$ cat src/rtl/irq_l2_router.sv
module irq_l2_router #(
  parameter int NSRC = 32,
  parameter int NPAR = 2,
  parameter int AW = 8,
  parameter logic [AW-1:0] EN_OFS = 8'h00,
  parameter logic [AW-1:0] ST_OFS = 8'h04,
  parameter logic [NPAR*NSRC-1:0] MAP_MASKS = {32'hFF00_FF00, 32'h0000_FFFF},
  parameter logic [NSRC-1:0] FWD_MASK = 32'h8000_0001,
  parameter logic [NSRC-1:0] WAKE_MASK = 32'h0000_0030
) (
  input  logic            clk,
  input  logic            rst_n,
  input  logic [NSRC-1:0] src_i,
  input  logic            bus_wr,
  input  logic [AW-1:0]   bus_addr,
  input  logic [NSRC-1:0] bus_wdata,
  output logic [NSRC-1:0] bus_rdata,
  output logic [NPAR-1:0] par_irq,
  output logic [NSRC-1:0] fwd_irq
);

  logic [NSRC-1:0] en_q;
  logic [NSRC-1:0] stat_q = '0;
  logic [NSRC-1:0] src_q = '0;
  logic [NSRC-1:0] rise, clr, stat_n;
  logic [NPAR-1:0] par_q;
  logic wr_en, wr_st;

  initial assert (EN_OFS != ST_OFS);

  assign wr_en = bus_wr && (bus_addr == EN_OFS);
  assign wr_st = bus_wr && (bus_addr == ST_OFS);
  assign rise  = src_i & ~src_q & ~FWD_MASK;
  assign clr   = wr_st ? (bus_wdata & ~src_i) : '0;
  assign stat_n = (stat_q & ~clr) | rise;

  assign fwd_irq = src_i & FWD_MASK;
  assign par_irq = par_q;
  assign bus_rdata = (bus_addr == EN_OFS) ? en_q :
                     (bus_addr == ST_OFS) ? stat_q : '0;

  always_ff @(posedge clk) src_q <= src_i;

  always_ff @(posedge clk)
    if (!rst_n) stat_q <= stat_n & WAKE_MASK;
    else        stat_q <= stat_n;

  always_ff @(posedge clk)
    if (!rst_n)     en_q <= '0;
    else if (wr_en) en_q <= bus_wdata;

  for (genvar k = 0; k < NPAR; k++) begin : g_par
    localparam logic [NSRC-1:0] MK = MAP_MASKS[k*NSRC +: NSRC] & ~FWD_MASK;
    always_ff @(posedge clk)
      if (!rst_n) par_q[k] <= 1'b0;
      else        par_q[k] <= |(stat_q & en_q & MK);

    AST_PAR_MAPPED: assert property (@(posedge clk) disable iff (!rst_n)
      par_q[k] |-> |($past(stat_q) & MK));
  end

  AST_EN_RESET: assert property (@(posedge clk)
    !rst_n |=> (en_q == '0 && par_q == '0));

  AST_EN_WRITE: assert property (@(posedge clk) disable iff (!rst_n)
    wr_en |=> (en_q == $past(bus_wdata)));

  AST_CLEAR_LOW: assert property (@(posedge clk) disable iff (!rst_n)
    wr_st |=> ((stat_q & $past(bus_wdata & ~src_i)) == '0));

  AST_STICKY: assert property (@(posedge clk) disable iff (!rst_n)
    !wr_st |=> ((stat_q & $past(stat_q)) == $past(stat_q)));

  AST_FWD_NO_STAT: assert property (@(posedge clk) disable iff (!rst_n)
    (stat_q & FWD_MASK) == '0);

endmodule

$ cat config.mk
export PLATFORM = sky130hd
export DESIGN_NAME = irq_l2_router
export DESIGN_NICKNAME = d
export VERILOG_FILES = /design/src/rtl/irq_l2_router.sv
export SDC_FILE = /design/constraint.sdc
export NUM_CORES = 1
export LEC_CHECK = 0
export BUFFER_PORTS_ARGS = -buffer_cell sky130_fd_sc_hd__buf_2
export CAP_MARGIN = 10
export CORE_MARGIN = 2
export CORE_UTILIZATION = 54
export DETAILED_ROUTE_END_ITERATION = 16
export GPL_ROUTABILITY_DRIVEN = 0
export GPL_TIMING_DRIVEN = 0
export PLACE_DENSITY = 0.89
export SKIP_LAST_GASP = 1
export SLEW_MARGIN = 20
export SYNTH_ARGS = -nofsm -noshare
export SYNTH_HDL_FRONTEND = slang
export SYNTH_SLANG_ARGS = --single-unit
$ cat constraint.sdc
create_clock -name clk -period 6.25 [get_ports clk]
set_input_delay 1.25 -clock clk [delete_from_list [all_inputs] [get_ports clk]]
set_output_delay 1.25 -clock clk [all_outputs]
set_load 0.1 [all_outputs]
==> results.json, run 1 <==
{
  "grt_pass1_wl_mm": 16.1,
  "finalWirelength_mm": 9.75,
  "clockBufferDepth": 2,
  "die_w_um": 90.6,
  "ys_seq_area_frac": 0.475,
  "cts.sinks": 96,
  "drcViolationCount": 0,
  "cts_setup_buffers": 0,
  "final.period_utilization": 0.742,
  "h-tree-depth": 3,
  "synth_cells": 429,
  "clkTransAtPathRegs_ns": 0.09,
  "tns_ns": 0,
  "power_mw": 1.23,
  "slowest_stage": "or4_1",
  "cpPeakStageDelay_ns": 0.56,
  "synthTopCellsByArea": "dfxtp_1 (47%), mux2i_1 (7.9%), a22o_1 (6.9%)",
  "hpwl_mm": 7.24,
  "grt.overflow.total": 0,
  "die_height_um": 90.6,
  "final_area_um2": 5020,
  "root_buffer": "clkbuf_8",
  "fin_worst_skew_ns": 0.00424,
  "max_freq_mhz": 216,
  "die_area_um2": 8210,
  "crit_fanout": 10,
  "synth.top_cell.area_share": 0.475,
  "diodes": 0,
  "nets": 653,
  "placed_cell_area_um2": 4830,
  "tightest_slew_ns": 0.596,
  "path_cells": "buf_2, or4_1, buf_2, nor2_2, buf_2, a22o_1, buf_2",
  "p_per_area_nw_per_um2": 246,
  "io_buffers": 109,
  "cts_tree": "built",
  "detail_route.first_pass.iterations": 5,
  "grt_max_degree": 17,
  "ys_ff_latch": 96,
  "fin_crit_ns": 4.64,
  "clk_latency_ns": 0.34,
  "finalSetupViolCount": 0,
  "cp_num_buf_inv": 4,
  "synth_area_um2": 4050,
  "critical_path_required_ns": 5.00,
  "core_area_um2": 7250,
  "yosysWarningCount": 0,
  "rsz0062_at_grt": "no",
  "ant_nets": 0,
  "vias_per_cell": 5.24,
  "syn_to_final_growth_pct": 24.1,
  "ios": 141,
  "crit_top_cell": "buf_2",
  "drtIter0Drc": 228,
  "grt_pass1_vias": 3552,
  "hold_ws_ns": 0.441,
  "grtUsageTotal": 0.238,
  "leakage_nw": 2.37,
  "final_cell_mix": "buf_2 (118), dfxtp_1 (96), nand2_1 (66)",
  "cp.arrival_ns": 3.39,
  "cp-end-kind": "primary output",
  "hold_path.class": "flop to flop",
  "antenna_found_initial": 0,
  "layout-drive-gt1-share": 0.293,
  "place_ws_ns": 1.66,
  "wl_per_cell_um": 14.3,
  "path_class": "input port to primary output",
  "final_cell_count_no_fill": 682,
  "timing.final.ws_setup_ns": 1.61,
  "synth_top_area_cell": "dfxtp_1",
  "num_vias": 3577,
  "yosys.cell_types.count": 27,
  "synth_area_per_cell_um2": 9.44,
  "critPathTopFamily": "buffers and inverters",
  "cts_buffers": 9,
  "fin_util": 0.693,
  "initial_core_util": 0.558,
  "final_common_cell": "buf_2",
  "hold_viol": 0,
  "hold_buffers": 0,
  "maxCapViolCount": 0,
  "rows": 31,
  "slew_headroom": 0.603,
  "drv_slew": 0,
  "critPathLaunchType": "input port",
  "place_inst": 666,
  "peakVddDrop_uv": 146,
  "status": "completed",
  "cts_resized": 0
}
[layout make-up]
class	instances	area [µm²]
buffer	55	360
multi-input combinational	272	1750
fill	593	2230
clock buffer	10	128
clock inverter	6	68.8
sequential	96	1920
inverter	35	131
timing repair buffer	109	546
tap	99	124
[final timing paths]
| check | start | end | slack, ns | depth (start not counted) |
|---|---|---|---|---|
| max | bus_addr[5] | bus_rdata[2] | 1.61 | 7 |
| min | stat_q[31] | stat_q[31] | 0.44 | 2 |
| max reg2reg | stat_q[7] | par_irq[0] | 4.98 | 3 |
| min reg2reg | stat_q[31] | stat_q[31] | 0.44 | 2 |
[layer usage]
metal | share of wire | track usage
met5 | 0 | 0
met3 | 0.084 | 0.0568
met2 | 0.48 | 0.415
met4 | 0.017 | 0.0756
met1 | 0.41 | 0.288
[logic make-up (layout without fill, tap and decap cells)]
logic type | count (synthesis) | after routing | synth area share
AO/OA/AOI/OAI | 106 | 106 | 0.199
AND/OR/NAND/NOR | 104 | 104 | 0.125
flip-flops | 96 | 96 | 0.475
buffers and inverters | 90 | 215 | 0.121
multiplexers | 32 | 32 | 0.0791
other | 1 | 30 | 0.000926
[power by group]
part | total, mW | leakage [nW] | internal [mW] | switching, mW
combinational | 0.183 | 1.49 | 0.0514 | 0.131
clock | 0.404 | 0.0851 | 0.187 | 0.218
sequential | 0.647 | 0.791 | 0.633 | 0.0135
[worst min-delay path: stages (launching register included)]
cell and delay [ns]:
dfxtp_1 0.32, nand2_1 0.05, a31oi_1 0.03
[Yosys cell counts]
cell type,instances
a21oi_1,2
a222oi_1,2
a22o_1,32
a22oi_1,8
a31oi_1,28
a41oi_1,4
buf_1,2
buf_2,9
buf_4,32
buf_6,3
clkbuf_1,9
clkinv_1,1
conb_1,1
dfxtp_1,96
inv_1,34
mux2i_1,32
nand2_1,66
nand2b_1,28
nand3_1,2
nand4_1,1
nor2_1,1
nor2_2,1
nor3_4,2
o211ai_1,28
o21a_1,2
or4_1,2
or4b_1,1
[registers in the layout (all words and copies together), names as in the netlist]
name and flops:
en_q 32, stat_q 32, src_q 30, par_irq 2
(Power assumes the default switching activity.)
==> inputs of run 2 (changes only) <==
- CORE_UTILIZATION: 54 -> 45
- PLACE_DENSITY: 0.89 -> 0.8
- clock period: 6.25 -> 4.1 ns (I/O delays scaled with it)
==> run 2 against run 1 <==
Power is 58% higher. First-iteration DRC count is 41% lower. Die area is 19% higher. Setup slack worse by 1.3 ns. Largest power group unchanged. Via count is 0.50% lower. Non-clock buffer count stayed put. Clock power is 70% higher. Combinational power is 52% higher.
==> results.json, run 2 (synthesis results as in run 1) <==
{
  "status": "completed",
  "wl_per_cell_um": 14.8,
  "finalWirelength_mm": 10.2,
  "r2r_slack_ns": 2.95,
  "rows": 34,
  "clk_latency_ns": 0.36,
  "final.period_utilization": 0.914,
  "hold_path_startpoint": "stat_q[0]",
  "crit_fanout": 10,
  "top_regs": "en_q: 32 flops, stat_q: 32 flops, src_q: 30 flops",
  "detail_route.first_pass.iterations": 4,
  "worstSetupStartpoint": "bus_addr[5]",
  "place_ws_ns": 0.352,
  "diodes": 0,
  "rsz0062_at_grt": "no",
  "fin_worst_skew_ns": 0.00854,
  "cts_setup_buffers": 0,
  "peakVddDrop_uv": 205,
  "drtIter0Drc": 134,
  "fin_crit_ns": 3.75,
  "hold_viol": 0,
  "final_cell_mix": "buf_2 (118), dfxtp_1 (96), nand2_1 (66)",
  "tightest_slew_ns": 0.578,
  "final_common_cell": "buf_2",
  "die_height_um": 98.9,
  "holdPathEnd": "stat_q[0]",
  "clockBufferDepth": 2,
  "path_class": "input port to primary output",
  "ios": 141,
  "critPathLaunchType": "input port",
  "root_buffer": "clkbuf_8",
  "nets": 653,
  "finalSetupViolCount": 0,
  "hold_path.class": "flop to flop",
  "p_per_area_nw_per_um2": 385,
  "fillers": 805,
  "hold_ws_ns": 0.440,
  "layout-drive-gt1-share": 0.295,
  "critical_path_required_ns": 3.28,
  "grt_pass1_wl_mm": 16.3,
  "antenna_found_initial": 0,
  "drcViolationCount": 0,
  "slew_headroom": 0.613,
  "h-tree-depth": 3,
  "cp-end-kind": "primary output",
  "maxCapViolCount": 0,
  "clkTransAtPathRegs_ns": 0.09,
  "grtUsageTotal": 0.208,
  "die_w_um": 98.9,
  "grt.overflow.total": 0,
  "cts_resized": 0,
  "multi_input_area_um2": 1750,
  "placed_cell_area_um2": 4840,
  "seq_area_um2": 1920,
  "leakage_nw": 2.39,
  "core_area_um2": 8720,
  "drv_slew": 0,
  "grt_max_degree": 16,
  "syn_to_final_growth_pct": 24.9,
  "final_area_um2": 5060,
  "die_area_um2": 9780,
  "timing.final.ws_setup_ns": 0.354,
  "vias_per_cell": 5.15,
  "cp.arrival_ns": 2.93,
  "grt_pass1_vias": 3515,
  "tns_ns": 0,
  "reg2reg_from": "stat_q[26]",
  "reg2reg_depth": 3,
  "hpwl_mm": 7.64,
  "cts.sinks": 96,
  "io_buffers": 109,
  "reg2reg_to": "par_irq[1]",
  "hold_buffers": 0,
  "cts_tree": "built",
  "min_path_cells": 2,
  "max_freq_mhz": 267,
  "ant_nets": 0,
  "initial_core_util": 0.464,
  "num_vias": 3559,
  "cts_buffers": 9
}
run 2: critical path, cell delays in order:
cell    delay [ns]
buf_2         0.09
or4_1         0.50
buf_2         0.18
nor2_2        0.38
buf_2         0.33
a22o_1        0.18
buf_2         0.43
run 2: through the flow:
| stage | std cells | util | total power, mW |
|---|---|---|---|
| 2_1_floorplan | 458 | - | 1.21 |
| 3_3_place_gp | 675 | 0.555 | 1.28 |
| 3_5_place_dp | 675 | 0.555 | 1.29 |
| 4_1_cts | 691 | 0.580 | 1.96 |
| 5_1_grt | 691 | 0.580 | 2.02 |
| 6_report | 691 | 0.580 | 1.95 |
run 2: layer usage:
| metal | track usage | part of all wire | up-vias |
|---|---|---|---|
| met5 | 0 | 0 | - |
| met4 | 0.0759 | 0.014 | 0 |
| met3 | 0.0461 | 0.063 | 13 |
| met2 | 0.359 | 0.49 | 126 |
| met1 | 0.253 | 0.44 | 1677 |
| li1 | - | - | 1743 |
run 2: layout make-up:
type                            instances  area share
Timing Repair Buffer                  109       0.108
Buffer                                 55      0.0712
Clock inverter                          6      0.0163
Tap cell                              108      0.0267
Multi-Input combinational cell        272       0.345
Sequential cell                        96       0.380
Clock buffer                           10      0.0272
Inverter                               35      0.0260
run 2: power by group:
group	switching (mW)	internal (mW)	leakage (nW)
Sequential	0.0208	0.965	0.791
Combinational	0.201	0.0783	1.49
Clock	0.327	0.357	0.112
Total	0.549	1.40	2.39
run 2: worst max path at each step:
stage / endpoint / slack [ns]
after floorplan: bus_rdata[10] / 0.55
after global placement: bus_rdata[16] / 0.37
after detailed placement: bus_rdata[15] / 0.35
after CTS: bus_rdata[15] / 0.35
after global routing: bus_rdata[29] / 0.25
final: bus_rdata[29] / 0.35
==> inputs of run 3 (changes only) <==
- BUFFER_PORTS_ARGS: -buffer_cell sky130_fd_sc_hd__buf_2 -> -buffer_cell sky130_fd_sc_hd__buf_4
- CORE_MARGIN: 2 -> unset
==> run 3 against run 2 <==
Clock power fell by 22%. Final cell count did not move. Clock skew fell by 0.0044 ns. Wire length fell by 5.0%. Highest routed layer unchanged. Sequential power barely moved. Setup slack improved by 0.13 ns. Final area rose by 4.3%. Sequential share of layout area fell by 1.6 points. Fmax rose by 3.5%. Largest power group unchanged. Flip-flop and latch count did not move. Combinational power rose by 7%.
==> results.json, run 3 (synthesis results as in run 1) <==
{
  "status": "completed",
  "fin_crit_ns": 3.62,
  "fin_util": 0.605,
  "crit_fanout": 10,
  "syn_to_final_growth_pct": 30.3,
  "hpwl_mm": 7.33,
  "finalWirelength_mm": 9.74,
  "cts.sinks": 96,
  "clockBufferDepth": 2,
  "drtIter0Drc": 109,
  "drv_slew": 0,
  "peakVddDrop_uv": 206,
  "top_regs": "en_q: 32 flops, stat_q: 32 flops, src_q: 30 flops",
  "drcViolationCount": 0,
  "fin_worst_skew_ns": 0.00415,
  "max_freq_mhz": 276,
  "power_mw": 1.82,
  "final_cell_count_no_fill": 691,
  "nets": 653,
  "clkTransAtPathRegs_ns": 0.09,
  "detail_route.first_pass.iterations": 5,
  "die_area_um2": 9380,
  "antenna_found_initial": 0,
  "grt_pass1_vias": 3276,
  "place_ws_ns": 0.466,
  "vias_per_cell": 5.01,
  "sw_frac_of_total": 0.294,
  "hold_buffers": 0,
  "place_inst": 675,
  "diodes": 0,
  "maxCapViolCount": 0,
  "clk_latency_ns": 0.35,
  "wl_per_cell_um": 14.1,
  "power_frac_comb": 0.164,
  "timing.final.ws_setup_ns": 0.480,
  "core_area_um2": 8720,
  "hold_ws_ns": 0.440,
  "final_area_um2": 5280,
  "clkPwrFrac": 0.294,
  "critPathLaunchType": "input port",
  "initial_core_util": 0.464,
  "placed_cell_area_um2": 5110,
  "hold_viol": 0,
  "p_per_area_nw_per_um2": 345,
  "cts_setup_buffers": 0,
  "rsz0062_at_grt": "no",
  "ios": 141,
  "leakage_nw": 2.42,
  "slew_headroom": 0.641,
  "die_height_um": 96.9,
  "cts_tree": "built",
  "switching_power_mw": 0.535,
  "finalSetupViolCount": 0,
  "grt_max_degree": 16,
  "die_w_um": 96.9,
  "tightest_slew_ns": 0.537,
  "grtUsageTotal": 0.205,
  "cp.arrival_ns": 2.80,
  "hold_path.class": "flop to flop",
  "layout-drive-gt1-share": 0.292,
  "path_class": "input port to primary output",
  "cell_internal_pwr_mw": 1.28,
  "rows": 34,
  "final_common_cell": "buf_4",
  "cp-end-kind": "primary output",
  "cts_buffers": 9,
  "final.period_utilization": 0.883,
  "h-tree-depth": 3,
  "tns_ns": 0,
  "grt_pass1_wl_mm": 15.4,
  "final_cell_mix": "buf_4 (141), dfxtp_1 (96), nand2_1 (66)",
  "seq_power_share": 0.542,
  "num_vias": 3464,
  "grt.overflow.total": 0,
  "ant_nets": 0,
  "io_buffers": 109,
  "critical_path_required_ns": 3.28,
  "root_buffer": "clkbuf_8",
  "cts_resized": 0
}
[run 3: changes by cell type in the layout (fill, tap and decap cells not counted), sizes merged]
cell      change
clkinvlp      +1
bufinv        -2
clkbuf        +1
[run 3: critical path, cell delays in order]
cell and delay, ns:
buf_4 0.10, or4_1 0.53, buf_2 0.19, nor2_2 0.33, buf_2 0.31, a22o_1 0.21
buf_4 0.30
[run 3: metal layers]
| metal | wire, µm | GRT usage | share of wire |
|---|---|---|---|
| met5 | 0 | 0 | 0 |
| met1 | 4200 | 0.244 | 0.43 |
| met2 | 4850 | 0.352 | 0.50 |
| met3 | 660 | 0.0643 | 0.068 |
| met4 | 20 | 0.0620 | 0.0021 |
[run 3: path summary, 6_finish.rpt]
path | cells after the start | from | slack (ns) | endpoint
worst max register to register | 3 | stat_q[26] | 2.93 | par_irq[1]
worst min register to register | 2 | stat_q[0] | 0.44 | stat_q[0]
worst min-delay path | 2 | stat_q[0] | 0.44 | stat_q[0]
worst max-delay path | 7 | bus_addr[5] | 0.48 | bus_rdata[7]
[run 3: area by class of cell]
type,instances,area (µm²)
Clock buffer,11,131
Timing Repair Buffer,109,818
Tap cell,108,135
Buffer,55,360
Inverter,35,131
Sequential cell,96,1920
Multi-Input combinational cell,272,1750
Fill cell,753,3440
Clock inverter,5,33.8
[run 3: power groups by stage]
| stage | combinational, mW | clock, mW | sequential, mW |
|---|---|---|---|
| CTS | 0.298 | 0.547 | 0.985 |
| floorplan | 0.213 | 0 | 1.00 |
| detailed placement | 0.297 | 0 | 1.01 |
| global placement | 0.292 | 0 | 1.01 |
| finish | 0.298 | 0.536 | 0.985 |
| global route | 0.315 | 0.589 | 0.989 |
